--- config.mk ---
export PLATFORM = sky130hd
export DESIGN_NAME = wdog_two_stage
export DESIGN_NICKNAME = d
export VERILOG_FILES = /design/src/rtl/wdog_pkg.sv /design/src/rtl/wdog_regfile.sv /design/src/rtl/wdog_counter.sv /design/src/rtl/wdog_status.sv /design/src/rtl/wdog_two_stage.sv
export SDC_FILE = /design/constraint.sdc
export NUM_CORES = 1
export LEC_CHECK = 0
export BUFFER_PORTS_ARGS = -buffer_cell sky130_fd_sc_hd__clkbuf_2
export CAP_MARGIN = 20
export CORE_ASPECT_RATIO = 1.1
export CORE_MARGIN = 2
export CORE_UTILIZATION = 35
export CTS_BUF_LIST = sky130_fd_sc_hd__clkbuf_4 sky130_fd_sc_hd__clkbuf_8 sky130_fd_sc_hd__clkbuf_16
export CTS_CLUSTER_SIZE = 30
export DETAILED_ROUTE_END_ITERATION = 8
export PLACE_DENSITY = 0.57
export SKIP_LAST_GASP = 1
export SYNTH_ARGS = -nofsm -noshare
export SYNTH_HDL_FRONTEND = slang
export SYNTH_HIERARCHICAL = 1
export SYNTH_SLANG_ARGS = --single-unit
--- constraint.sdc ---
create_clock -name clk -period 7.2 [get_ports clk]
set_clock_uncertainty 0.2 [all_clocks]
set_input_delay 1.44 -clock clk [delete_from_list [all_inputs] [get_ports clk]]
set_output_delay 1.44 -clock clk [all_outputs]
set_load 0.05 [all_outputs]
--- src/rtl/wdog_pkg.sv ---
package wdog_pkg;

   localparam int DATA_W = 32;
   localparam int ADDR_W = 3;

   typedef enum logic [ADDR_W-1:0] {
      A_LOAD  = 3'd0,
      A_COUNT = 3'd1,
      A_CTRL  = 3'd2,
      A_CLR   = 3'd3,
      A_RAW   = 3'd4,
      A_MASK  = 3'd5,
      A_LOCK  = 3'd6,
      A_STALL = 3'd7
   } reg_addr_e;

   localparam int CTRL_RUN_BIT   = 0;
   localparam int CTRL_RSTEN_BIT = 1;

   localparam logic [DATA_W-1:0] DEFAULT_KEY = 32'h5A3C_96E1;

endpackage

--- src/rtl/wdog_regfile.sv ---
module wdog_regfile
   import wdog_pkg::*;
#(
   parameter int                CNT_W      = 32,
   parameter logic [DATA_W-1:0] UNLOCK_KEY = DEFAULT_KEY,
   parameter bit                STALL_OPT  = 1'b1
) (
   input  logic              clk,
   input  logic              rst_n,
   input  logic              wr_i,
   input  logic [ADDR_W-1:0] addr_i,
   input  logic [DATA_W-1:0] wdata_i,
   input  logic [CNT_W-1:0]  cnt_i,
   input  logic              raw_i,
   output logic [CNT_W-1:0]  load_q,
   output logic              run_q,
   output logic              rsten_q,
   output logic              stall_en_o,
   output logic              load_wr_o,
   output logic              clr_o,
   output logic [DATA_W-1:0] rdata_o
);

   reg_addr_e sel;
   logic      lock_q;
   logic      cfg_ok;

   assign sel       = reg_addr_e'(addr_i);
   assign cfg_ok    = wr_i & ~lock_q;
   assign load_wr_o = cfg_ok & (sel == A_LOAD);
   assign clr_o     = wr_i & (sel == A_CLR);

   always_ff @(posedge clk) begin
      if (!rst_n) begin
         load_q  <= '1;
         run_q   <= 1'b0;
         rsten_q <= 1'b0;
         lock_q  <= 1'b0;
      end else begin
         if (load_wr_o) load_q <= wdata_i[CNT_W-1:0];
         if (cfg_ok && sel == A_CTRL) begin
            run_q   <= run_q | wdata_i[CTRL_RUN_BIT];
            rsten_q <= wdata_i[CTRL_RSTEN_BIT];
         end
         if (wr_i && sel == A_LOCK) lock_q <= (wdata_i != UNLOCK_KEY);
      end
   end

   generate
      if (STALL_OPT) begin : g_stall
         logic stall_q;
         always_ff @(posedge clk) begin
            if (!rst_n)                        stall_q <= 1'b0;
            else if (cfg_ok && sel == A_STALL) stall_q <= wdata_i[0];
         end
         assign stall_en_o = stall_q;
      end else begin : g_nostall
         assign stall_en_o = 1'b0;
      end
   endgenerate

   always_comb begin
      rdata_o = '0;
      case (sel)
         A_LOAD:  rdata_o = DATA_W'(load_q);
         A_COUNT: rdata_o = DATA_W'(cnt_i);
         A_CTRL:  rdata_o = {{(DATA_W-2){1'b0}}, rsten_q, run_q};
         A_RAW:   rdata_o = {{(DATA_W-1){1'b0}}, raw_i};
         A_MASK:  rdata_o = {{(DATA_W-1){1'b0}}, raw_i & run_q};
         A_LOCK:  rdata_o = {{(DATA_W-1){1'b0}}, lock_q};
         A_STALL: rdata_o = {{(DATA_W-1){1'b0}}, stall_en_o};
         default: rdata_o = '0;
      endcase
   end


   lock_load_chk: assert property (@(posedge clk) disable iff (!rst_n)
      (lock_q && wr_i && sel == A_LOAD) |=> $stable(load_q));


   run_sticky_chk: assert property (@(posedge clk) disable iff (!rst_n)
      run_q |=> run_q);

endmodule

--- src/rtl/wdog_counter.sv ---
module wdog_counter #(
   parameter int CNT_W = 32
) (
   input  logic             clk,
   input  logic             rst_n,
   input  logic             run_i,
   input  logic             stall_i,
   input  logic             sw_load_i,
   input  logic [CNT_W-1:0] sw_val_i,
   input  logic             clr_i,
   input  logic [CNT_W-1:0] reload_i,
   output logic [CNT_W-1:0] cnt_q,
   output logic             expire_o
);

   logic tick;
   logic at_zero;

   assign tick     = run_i & ~stall_i;
   assign at_zero  = (cnt_q == '0);
   assign expire_o = tick & at_zero & ~sw_load_i & ~clr_i;

   always_ff @(posedge clk) begin
      if (!rst_n)         cnt_q <= '1;
      else if (sw_load_i) cnt_q <= sw_val_i;
      else if (clr_i)     cnt_q <= reload_i;
      else if (tick)      cnt_q <= at_zero ? reload_i : cnt_q - 1'b1;
   end


   stall_hold_chk: assert property (@(posedge clk) disable iff (!rst_n)
      (stall_i && !sw_load_i && !clr_i) |=> $stable(cnt_q));


   load_take_chk: assert property (@(posedge clk) disable iff (!rst_n)
      sw_load_i |=> (cnt_q == $past(sw_val_i)));

endmodule

--- src/rtl/wdog_status.sv ---
module wdog_status (
   input  logic clk,
   input  logic rst_n,
   input  logic expire_i,
   input  logic clr_i,
   input  logic run_i,
   input  logic rsten_i,
   output logic raw_q,
   output logic irq_o,
   output logic rst_req_o
);

   logic rst_req_q;

   always_ff @(posedge clk) begin
      if (!rst_n) begin
         raw_q     <= 1'b0;
         rst_req_q <= 1'b0;
      end else begin
         rst_req_q <= expire_i & raw_q & rsten_i;
         if (clr_i)         raw_q <= 1'b0;
         else if (expire_i) raw_q <= 1'b1;
      end
   end

   assign irq_o     = raw_q & run_i;
   assign rst_req_o = rst_req_q;


   rst_second_chk: assert property (@(posedge clk) disable iff (!rst_n)
      rst_req_o |-> ($past(raw_q) && $past(rsten_i) && $past(expire_i)));


   clr_wins_chk: assert property (@(posedge clk) disable iff (!rst_n)
      clr_i |=> (!raw_q && !rst_req_o));


   expire_sets_chk: assert property (@(posedge clk) disable iff (!rst_n)
      (expire_i && !clr_i) |=> raw_q);

endmodule

--- src/rtl/wdog_two_stage.sv ---
module wdog_two_stage
   import wdog_pkg::*;
#(
   parameter int                CNT_W      = 32,
   parameter logic [DATA_W-1:0] UNLOCK_KEY = DEFAULT_KEY,
   parameter bit                STALL_OPT  = 1'b1
) (
   input  logic              clk,
   input  logic              rst_n,
   input  logic              bus_wr_i,
   input  logic [ADDR_W-1:0] bus_addr_i,
   input  logic [DATA_W-1:0] bus_wdata_i,
   output logic [DATA_W-1:0] bus_rdata_o,
   input  logic              dbg_halt_i,
   output logic              irq_o,
   output logic              rst_req_o
);

   generate
      if (CNT_W < 4 || CNT_W > DATA_W) begin : g_bad_width
         $error("wdog_two_stage: CNT_W must lie in 4..32");
      end
   endgenerate

   logic [CNT_W-1:0] load_q;
   logic [CNT_W-1:0] cnt_q;
   logic             run_q;
   logic             rsten_q;
   logic             stall_en;
   logic             load_wr;
   logic             clr;
   logic             raw_q;
   logic             expire;
   logic             stall_now;

   assign stall_now = stall_en & dbg_halt_i;

   wdog_regfile #(
      .CNT_W      (CNT_W),
      .UNLOCK_KEY (UNLOCK_KEY),
      .STALL_OPT  (STALL_OPT)
   ) u_regs (
      .clk        (clk),
      .rst_n      (rst_n),
      .wr_i       (bus_wr_i),
      .addr_i     (bus_addr_i),
      .wdata_i    (bus_wdata_i),
      .cnt_i      (cnt_q),
      .raw_i      (raw_q),
      .load_q     (load_q),
      .run_q      (run_q),
      .rsten_q    (rsten_q),
      .stall_en_o (stall_en),
      .load_wr_o  (load_wr),
      .clr_o      (clr),
      .rdata_o    (bus_rdata_o)
   );

   wdog_counter #(
      .CNT_W (CNT_W)
   ) u_cnt (
      .clk       (clk),
      .rst_n     (rst_n),
      .run_i     (run_q),
      .stall_i   (stall_now),
      .sw_load_i (load_wr),
      .sw_val_i  (bus_wdata_i[CNT_W-1:0]),
      .clr_i     (clr),
      .reload_i  (load_q),
      .cnt_q     (cnt_q),
      .expire_o  (expire)
   );

   wdog_status u_stat (
      .clk       (clk),
      .rst_n     (rst_n),
      .expire_i  (expire),
      .clr_i     (clr),
      .run_i     (run_q),
      .rsten_i   (rsten_q),
      .raw_q     (raw_q),
      .irq_o     (irq_o),
      .rst_req_o (rst_req_o)
   );


   irq_armed_chk: assert property (@(posedge clk) disable iff (!rst_n)
      irq_o |-> (run_q && raw_q));

endmodule

=== After elaboration in Yosys (flattened, before gate mapping) ===
Cells that the tools add are included.

* Memory bits (read-only): 0
* RAM bits: 0
* Logic and storage cells: 46
* Memories kept: 0
* Bits in latches: 0
* Register bits: 70
* Input bits: 39

* Multipliers: 0
* Eq/ne operators: 8
* Bitwise logic cells: 17
* Reduce and logical (&&, ||, !) cells: 7
* Order comparisons: 0
* Div/mod/pow operators: 0
* Multiplexer cells: 5
* Shift operators: 0
* Add/sub/neg operators: 1

{| class="wikitable"
|+ Operator list
! operator !! count
|-
| $pmux W32 S7 || 1
|-
| $mux W32 || 4
|-
| $logic_not A32 Y1 || 1
|-
| $ne A32 B31 Y1 const B || 1
|-
| $sub A32 B1 Y32 const B || 1
|-
| $eq A3 B3 Y1 const B || 4
|-
| $and A1 B1 Y1 || 11
|-
| $eq A3 B2 Y1 const B || 2
|-
| $not A1 Y1 || 5
|-
| $eq A3 B1 Y1 const B || 1
|-
| $logic_and A1 B1 Y1 || 3
|-
| $logic_not A3 Y1 || 1
|-
| $reduce_bool A3 Y1 || 1
|-
| $reduce_or A2 Y1 || 1
|-
| $or A1 B1 Y1 || 1
|}

=== Longest topological paths before layout ===
Gate-level depths: netlist (run 1).

* Word-level depth: 8
* Mapped depth: 11
* Gate-level depth less buffers: 8

=== Modules after synthesis ===
The synthesis (run 1) kept the hierarchy.

{| class="wikitable"
|+ Modules (own cells, without submodules)
! module !! sequential area each (µm²) !! cells an instance !! instances !! area each (µm²)
|-
| wdog_counter || 640.6 || 318 || 1 || 2507.4
|-
| wdog_regfile || 720.7 || 235 || 1 || 1969.4
|-
| wdog_status || 40.0 || 6 || 1 || 73.8
|-
| wdog_two_stage || 0.0 || 1 || 1 || 6.3
|}

=== Worst setup path before layout (run 1) ===
Ideal clock, no wire load.

* Kind: input-to-output
* Start: input port bus_addr_i[1]
* End: output port bus_rdata_o[10]
* Buffers on the path: 2
* Arrival time: 2550 ps
* Cell stages on the path: 4
* Slack: 3010 ps
* Cell sequence: buf_6 -> nor3_4 -> buf_6 -> a22o_1

* Word-level cells in the longest chain between the ends: 2
* Elaborated cells on any way between the ends: 8

{| class="wikitable"
|+ RTL lines
! item !! RTL line !! RTL
|-
| start: declaration || wdog_two_stage.sv:11 || <nowiki>input logic [ADDR_W-1:0] bus_addr_i,</nowiki>
|-
| $eq A3 B3 Y1, or another cell as far along || wdog_regfile.sv:64 || <nowiki>case (sel)</nowiki>
|-
| $pmux W32 S7 * || wdog_regfile.sv:64 ||
|-
| end: declaration || wdog_two_stage.sv:13 || <nowiki>output logic [DATA_W-1:0] bus_rdata_o,</nowiki>
|}

Every way passes the cells marked *; elsewhere a longest branch is shown, timed or not.

=== Worst setup path in the final report (run 1) ===
* Start: input port bus_addr_i[2]
* End: output port bus_rdata_o[0]

The elaborated chain is that of the path after synthesis.

==> flow_results.org, run 1 <==
** Run status
- The run finished with clean final reports.

** Critical path
- The worst register-to-register path has a depth of 8.
- Most used cell, CP :: sky130_fd_sc_hd__clkbuf_2
- Data arrives at the worst endpoint at 3.24 ns.
- For this run, the slowest stage of the critical path takes 0.48 ns.
- Required arrival time at the worst endpoint :: 5.56 ns
- The worst register-to-register path begins at u_regs/lock_q$_SDFFE_PN0P_.
- CP Launch Type :: primary input
- Traced cell by cell, the critical path runs through clkbuf_2 -> nand2b_1 -> nor2_2 -> buf_4 -> a22o_1 -> clkbuf_2.
- In this run the critical register-to-register path is captured at u_stat/rst_req_o$_SDFF_PN0_.
- Setup slack on the worst reg-to-reg path comes out at 3.73 ns.
- The worst setup path is captured at a primary output.
- In this run the worst path has a maximum fanout of 20.
- Crit Path Category :: primary input to primary output
- Cell with the largest stage delay on the worst path :: sky130_fd_sc_hd__nor2_2

** CTS
- Cts bufs inserted :: 9
- Clock-pin slew was measured on the worst setup and hold paths at 0.05 ns.
- Hold-fix buffers at CTS :: 0
- TritonCTS built the clock tree.
- The later pin in the worst-skew pair is clocked with a latency of 0.34 ns.
- For this design, the sink count on the clock tree is 70.
- H-Tree Depth :: 3
- In this run the clock root is driven by a sky130_fd_sc_hd__clkbuf_16.
- Maximum buffer depth of the clock tree :: 2
- The number of setup buffers added after CTS is 0.
- In this run, post-CTS repair resized a total of 0 instances.

** Global route
- Grt total ovfl :: 0
- Pin count of the biggest net entering global routing :: 62
- Total routing resource utilization after global routing :: 0.2267
- The initial antenna violation count is 0.
- Global-route wire length before repair :: 24920 µm
- Vias in the first global route :: 4540

** STA
- In the final timing run, aggregate negative setup slack is 0 ns.
- Crit path setup slack, layout :: 2.315 ns
- Max_slew headroom :: 0.3906
- In the finished design, the share of the clock period the worst path needs comes to 0.6784.
- Hold timing on the final database bottoms out at a slack of 0.3093 ns.
- Hold Violations, Final :: 0
- Static timing analysis puts the maximum clock frequency at 204.7 MHz.
- The worst path needs 4.885 ns of the cycle, external delays included.
- Setup violations remaining at the end of the flow were counted as 0.
- Setup repair after global routing left no endpoint under its margin.
- Max-slew violation count :: 0
- At the pin with the least slew margin, the transition time is 0.9131 ns.

** Route
- Count of vias placed by the detailed router :: 4915
- In the routed design, unresolved DRC markers number 0.
- After the first detailed-routing iteration, the DRC count stood at 627.
- Using the TritonRoute via totals, the vias-per-cell ratio works out to 6.416.
- Dividing the detail-routed wire length by the instance count gives 21.24 µm.
- Routed wire length :: 16270 µm
- The count of nets left with antenna violations once routing finished came out at 0.
- DR pass1 iterations :: 5

** Synth
- By instance count, the leading cell after synthesis is sky130_fd_sc_hd__nand3_1.
- Top cells by area in the synthesized netlist :: sky130_fd_sc_hd__dfxtp_1 (31%), sky130_fd_sc_hd__nand3_1 (8.5%), sky130_fd_sc_hd__a22o_1 (6.0%)
- Of the post-synthesis cell area, the dominant cell type holds 0.3075.
- Mean instance size in the synthesized netlist :: 8.137 µm²
- sky130_fd_sc_hd__dfxtp_1 takes more of the synthesized area than any other cell.
- In the synthesized netlist the async set-or-reset flop fraction comes to 0.
- Synthesis produced a netlist with a net count of 601.
- Primary FF master, synth :: sky130_fd_sc_hd__dfxtp_1
- Number of standard cells after synthesis :: 560
- Warning count from the yosys run :: 6
- Number of enable flip-flop cells after synthesis :: 0
- Sequential share of the synthesized area :: 0.3075
- Number of unique standard cell types used by synthesis :: 74
- Synthesis inferred 70 register bits.
- Most numerous cell types in the synthesized netlist :: sky130_fd_sc_hd__nand3_1 (77), sky130_fd_sc_hd__dfxtp_1 (70), sky130_fd_sc_hd__o21ai_1 (36)
- The cell area that synthesis handed to floorplanning was 4557 µm².

** Placed design
- The count of buffers added on input and output ports is 72.
- Post-DP Area :: 4926 µm²
- Detailed placement ended at an HPWL of 10980 µm.
- OpenSTA, run right after detailed placement, puts the worst setup slack at 2.343 ns.
- At the end of routability-driven placement, the weighted congestion stood at 0.8872.

** Floorplan
- Initial cell density of the core :: 0.3604
- Die width :: 112.8 µm
- Floorplan row count :: 43
- Die boundary height :: 123.7 µm
- The region available for standard cell placement spans 12640 µm².
- I/O pin cnt :: 73
- Area enclosed by the die boundary :: 13950 µm²

** Worst hold path
- The min-delay analysis places its worst path in the category flop to flop.
- The startpoint identified for the worst hold timing path is u_regs/load_q[25]$_SDFFE_PN1P_.
- Instance count along the most critical hold path :: 2
- Destination of the worst hold path :: u_regs/load_q[25]$_SDFFE_PN1P_

** Pwr
- Pleak :: 2.037 nW
- Post-layout total power :: 1.071 mW
- Power spread over the standard cell area amounts to 204.6 nW/µm².
- The worst-case IR drop observed on VDD is 87.30 µV.

** Final layout
- Post-route standard cell area excluding fillers :: 5231 µm²
- Final #Nets :: 645
- Area Overhead vs Synth :: 14.80%
- Layout cells sized above 1 :: 0.1987
- The number of antenna diodes in the final layout is 0.

** Job
- Count of max-cap constraint violations :: 0
-- worst max-delay path: cells and delay by family --
family / cells / cell delay, ns
buffers and inverters: 3 / 0.88
and+or+nand+nor: 2 / 0.70
AOI/OAI and AO/OA: 1 / 0.21
-- stage by stage --
step / util / std cells
2_1_floorplan: - / 560
3_3_place_gp: 0.3896 / 750
3_5_place_dp: 0.3896 / 750
4_1_cts: 0.4138 / 766
5_1_grt: 0.4138 / 766
6_report: 0.4138 / 766
-- power breakdown --
part	switching [mW]	internal, mW	total (mW)	leakage, nW
registers	0.0188	0.401	0.420	0.571
logic	0.135	0.0569	0.192	1.31
clock network	0.170	0.289	0.459	0.156
-- worst max path at each step --
stage          cells after the start               to     startpoint
5_1_grt                            6   bus_rdata_o[7]  bus_addr_i[2]
3_5_place_dp                       6   bus_rdata_o[0]  bus_addr_i[2]
6_report                           6   bus_rdata_o[0]  bus_addr_i[2]
4_1_cts                            6   bus_rdata_o[0]  bus_addr_i[2]
3_3_place_gp                       6   bus_rdata_o[0]  bus_addr_i[2]
2_1_floorplan                      4  bus_rdata_o[10]  bus_addr_i[1]
-- routing by layer --
metal	global-route usage	share of wire	wire, µm	up-vias
li1	-	-	-	2274
met1	0.3066	0.44	7123	2379
met2	0.3615	0.46	7558	232
met3	0.04477	0.076	1243	30
met4	0.08079	0.021	347	0
met5	0	0	0	-
-- cell families after synthesis --
family / after synthesis / synth area share
compound gates: 164 / 0.2603
fa+ha+maj: 2 / 0.005491
mux: 16 / 0.03542
flops: 70 / 0.3075
xor+xnor: 14 / 0.02691
buf+inv: 60 / 0.07221
simple gates: 234 / 0.2922
-- layout by cell type, fill, tap and decap left out, types with 12 or more instances in the layout --
cell                        n
sky130_fd_sc_hd__nand2_1   33
sky130_fd_sc_hd__o22ai_1   12
sky130_fd_sc_hd__a22o_1    31
sky130_fd_sc_hd__nand3_1   77
sky130_fd_sc_hd__mux2i_1   15
sky130_fd_sc_hd__nor2_1    28
sky130_fd_sc_hd__dfxtp_1   70
sky130_fd_sc_hd__a31oi_1   14
sky130_fd_sc_hd__o21ai_1   36
sky130_fd_sc_hd__nor3_1    17
sky130_fd_sc_hd__clkbuf_2  72
sky130_fd_sc_hd__nor4_1    16
sky130_fd_sc_hd__buf_4     13
-- registers in the layout, indices dropped and copies added, names as in the netlist --
register           count
u_stat/raw_q           1
u_regs/stall_en_o      1
u_regs/lock_q          1
u_regs/run_q           1
u_regs/load_q         32
u_stat/rst_req_o       1
u_regs/rsten_q         1
u_cnt/cnt_q           32
-- cell type report --
cell class	count	area, µm²
Timing Repair Buffer	85	457.9
Inverter	8	30.03
Clock inverter	4	45.04
Sequential cell	70	1401
Multi-Input combinational cell	430	2840
Fill cell	1270	7412
Tap cell	157	196.4
Clock buffer	12	260.3
(Power assumes the default switching activity.)
==> run 2: changes to the inputs <==
--- a/config.mk
+++ b/config.mk
@@ -13,7 +13,7 @@
 export CTS_BUF_LIST = sky130_fd_sc_hd__clkbuf_4 sky130_fd_sc_hd__clkbuf_8 sky130_fd_sc_hd__clkbuf_16
 export CTS_CLUSTER_SIZE = 30
 export DETAILED_ROUTE_END_ITERATION = 8
-export PLACE_DENSITY = 0.57
+export PLACE_DENSITY = 0.59
 export SKIP_LAST_GASP = 1
 export SYNTH_ARGS = -nofsm -noshare
 export SYNTH_HDL_FRONTEND = slang
==> constraint.sdc (replaced) <==
create_clock -name clk -period 4.25 [get_ports clk]
set_clock_uncertainty 0.2 [all_clocks]
set_input_delay 0.85 -clock clk [delete_from_list [all_inputs] [get_ports clk]]
set_output_delay 0.85 -clock clk [all_outputs]
set_load 0.05 [all_outputs]
==> run 2 against run 1 <==
Against the previous run:
- cell count increased by 1.0%
- first-iteration DRC count shrank 4.0%
- critical path depth increased by 2
- register-to-register slack got worse by 2.5 ns
- critical path type is now primary input to flop
- largest cell class unchanged
- largest power group unchanged
==> flow_results.org, run 2 (synthesis gave the netlist of run 1 again) <==
** Placed design
- Post-Place Cells :: 758
- Hpwl dp :: 11320 µm
- Port buffering added 72 buffers.
- Timing analysis after detailed placement gives a worst setup slack of 0.6100 ns.
- Weighted congestion reported at the end of routability-driven placement :: 0.9085

** STA
- Achievable frequency :: 299.7 MHz
- The tightest hold path in the finished design has a slack of 0.3033 ns.
- Setup repair after global routing missed its margin :: no
- Max-slew violation count :: 0
- For the pin with the worst max-slew slack, the measured transition is 1.001 ns.
- Hold Violations, Final :: 0
- Setup violations remaining at the end of the flow were counted as 0.
- After layout, the minimum clock period comes to 3.336 ns.
- Of the available clock period, the critical path in the final layout requires 0.7850.
- In the post-route analysis, the smallest setup slack over all paths is 0.9137 ns.
- Max_slew headroom :: 0.3308
- Accumulated negative setup slack :: 0 ns

** Pwr
- Summed over all cells, the static leakage comes to 2.077 nW.
- Power density over cell area :: 344.1 nW/µm²
- Post-layout total power :: 1.827 mW
- IR analysis of the VDD net gives a maximum drop of 156.2 µV.

** Critical path
- In this run the critical register-to-register path is launched from u_cnt/cnt_q[19]$_SDFFE_PN1P_.
- Worst-case register-to-register setup slack :: 1.26 ns
- Worst path max stage delay :: 0.60 ns
- Among all stages on the critical path, the largest delay is contributed by sky130_fd_sc_hd__inv_1.
- In this run the worst path has a maximum fanout of 33.
- Required arrival time at the worst endpoint :: 4.27 ns
- Nature of the critical path endpoint :: flop
- CP startpoint :: bus_addr_i[2]
- CP Launch Type :: primary input
- RR Endpoint :: u_cnt/cnt_q[13]$_SDFFE_PN1P_
- Worst path cell trace :: clkbuf_2 -> or3_4 -> nor2_2 -> buf_4 -> inv_1 -> nand3_1 -> o32ai_1 -> nor3_1
- Following the worst setup path forward leads to its endpoint at u_cnt/cnt_q[20]$_SDFFE_PN1P_.
- The worst setup path is of the primary input to flop kind.
- Counting cells, the worst reg-to-reg path comes to 7.
- Arrival time at the worst endpoint :: 3.35 ns

** Global route
- Total routing resource utilization after global routing :: 0.2368
- The initial antenna violation count came to 0.
- Pin count of the biggest net entering global routing :: 63
- The via count of the first global-routing pass came to 4752.
- Global-route wire length before repair :: 26350 µm
- Global routing finished with a remaining overflow of 0.

** Route
- Count of vias placed by the detailed router :: 4997
- After detailed routing, the average wire length per cell comes to 21.28 µm.
- DR pass1 iterations :: 5
- Summed over all layers, the routed wires come to 16470 µm.
- Drc violations :: 0
- The count of nets left with antenna violations once routing finished came out at 0.
- In the routed layout, each cell is associated on average with a via count of 6.456.
- Initial detailed-routing violation count :: 602

** CTS
- TritonCTS created 9 clock buffers.
- CTS saw 70 sinks.
- TritonCTS clock tree :: yes
- The longest clock path from root to sink contains 2 buffers.
- Hold-fix buffers at CTS :: 0
- Number of gates resized after CTS :: 0
- Post-CTS Setup Repair Bufs :: 0
- Clock Tree Root :: sky130_fd_sc_hd__clkbuf_16
- CTS clk-pin slew, worst paths :: 0.06 ns
- The H-tree generated during clock tree synthesis spans 3 levels.
- The later pin in the worst-skew pair is clocked with a latency of 0.34 ns.

** Job
- Count of max-cap constraint violations :: 0

** Floorplan
- The die is 123.7 µm tall.
- The floorplan has 43 rows.
- Area of the core :: 12640 µm²
- Area enclosed by the die boundary :: 13950 µm²
- Initial cell density of the core :: 0.3604
- Measured along the x axis, the die boundary spans 112.8 µm.
- For this design the top-level I/O count stands at 73.

** Final layout
- Number of antenna diodes :: 0
- Leaving out fill and tap cells, the most frequent cell in the layout is sky130_fd_sc_hd__nand3_1.
- At the end of the flow, the number of nets in the layout was 653.
- Leaving out filler cells and counting taps, the final layout contains 774.
- The largest registers in the layout are u_cnt/cnt_q (32), u_regs/load_q (32).
- Layout cells sized above 1 :: 0.2091
- In the layout the commonest cells are sky130_fd_sc_hd__nand3_1 (77), sky130_fd_sc_hd__clkbuf_2 (72), sky130_fd_sc_hd__dfxtp_1 (70).
- The area growth from synthesis to layout is 16.50%.

** Worst hold path
- The worst hold path belongs to the class flop to flop.

** Run status
- Run status :: finished clean
## run 2: worst max-delay path: cells and delay by family
| kind | cells | cell delay, ns |
|---|---|---|
| compound gates | 1 | 0.39 |
| simple gates | 4 | 1.04 |
| buf+inv | 3 | 1.06 |
## run 2: layout make-up
class,count,area [µm²]
Clock inverter,3,42.54
Inverter,8,30.03
Sequential cell,70,1401
Multi-Input combinational cell,430,2840
Fill cell,1290,7335
Timing Repair Buffer,93,530.5
Tap cell,157,196.4
Clock buffer,13,267.8
## run 2: power breakdown
group	leakage [nW]	internal [mW]	switching [mW]
combinational	1.35	0.0987	0.229
clock	0.153	0.499	0.288
sequential	0.571	0.680	0.0325
## run 2: layer usage
metal	vias up	GRT usage	share of wire
met4	0	0.07317	0.017
li1	2290	-	-
met2	246	0.3772	0.47
met5	-	0	0
met1	2433	0.3286	0.44
met3	28	0.04039	0.074
## run 2: per-stage QoR
step                      utilization  area [µm²]
final                          0.4199        5309
after CTS                      0.4199        5309
after global routing           0.4199        5309
after global placement         0.3953        4999
after floorplan                     -        4557
after detailed placement       0.3953        4999
## run 2: how the worst min path moves through the flow
stage	to	cells after the start	slack, ns	start
floorplan	u_cnt/cnt_q[28]$_SDFFE_PN1P_	2	0.26	u_cnt/cnt_q[28]$_SDFFE_PN1P_
global placement	u_cnt/cnt_q[15]$_SDFFE_PN1P_	2	0.28	u_regs/load_q[15]$_SDFFE_PN1P_
detailed placement	u_cnt/cnt_q[15]$_SDFFE_PN1P_	2	0.29	u_regs/load_q[15]$_SDFFE_PN1P_
CTS	u_cnt/cnt_q[15]$_SDFFE_PN1P_	2	0.30	u_regs/load_q[15]$_SDFFE_PN1P_
global route	u_cnt/cnt_q[15]$_SDFFE_PN1P_	2	0.33	u_regs/load_q[15]$_SDFFE_PN1P_
finish	u_cnt/cnt_q[15]$_SDFFE_PN1P_	2	0.30	u_regs/load_q[15]$_SDFFE_PN1P_
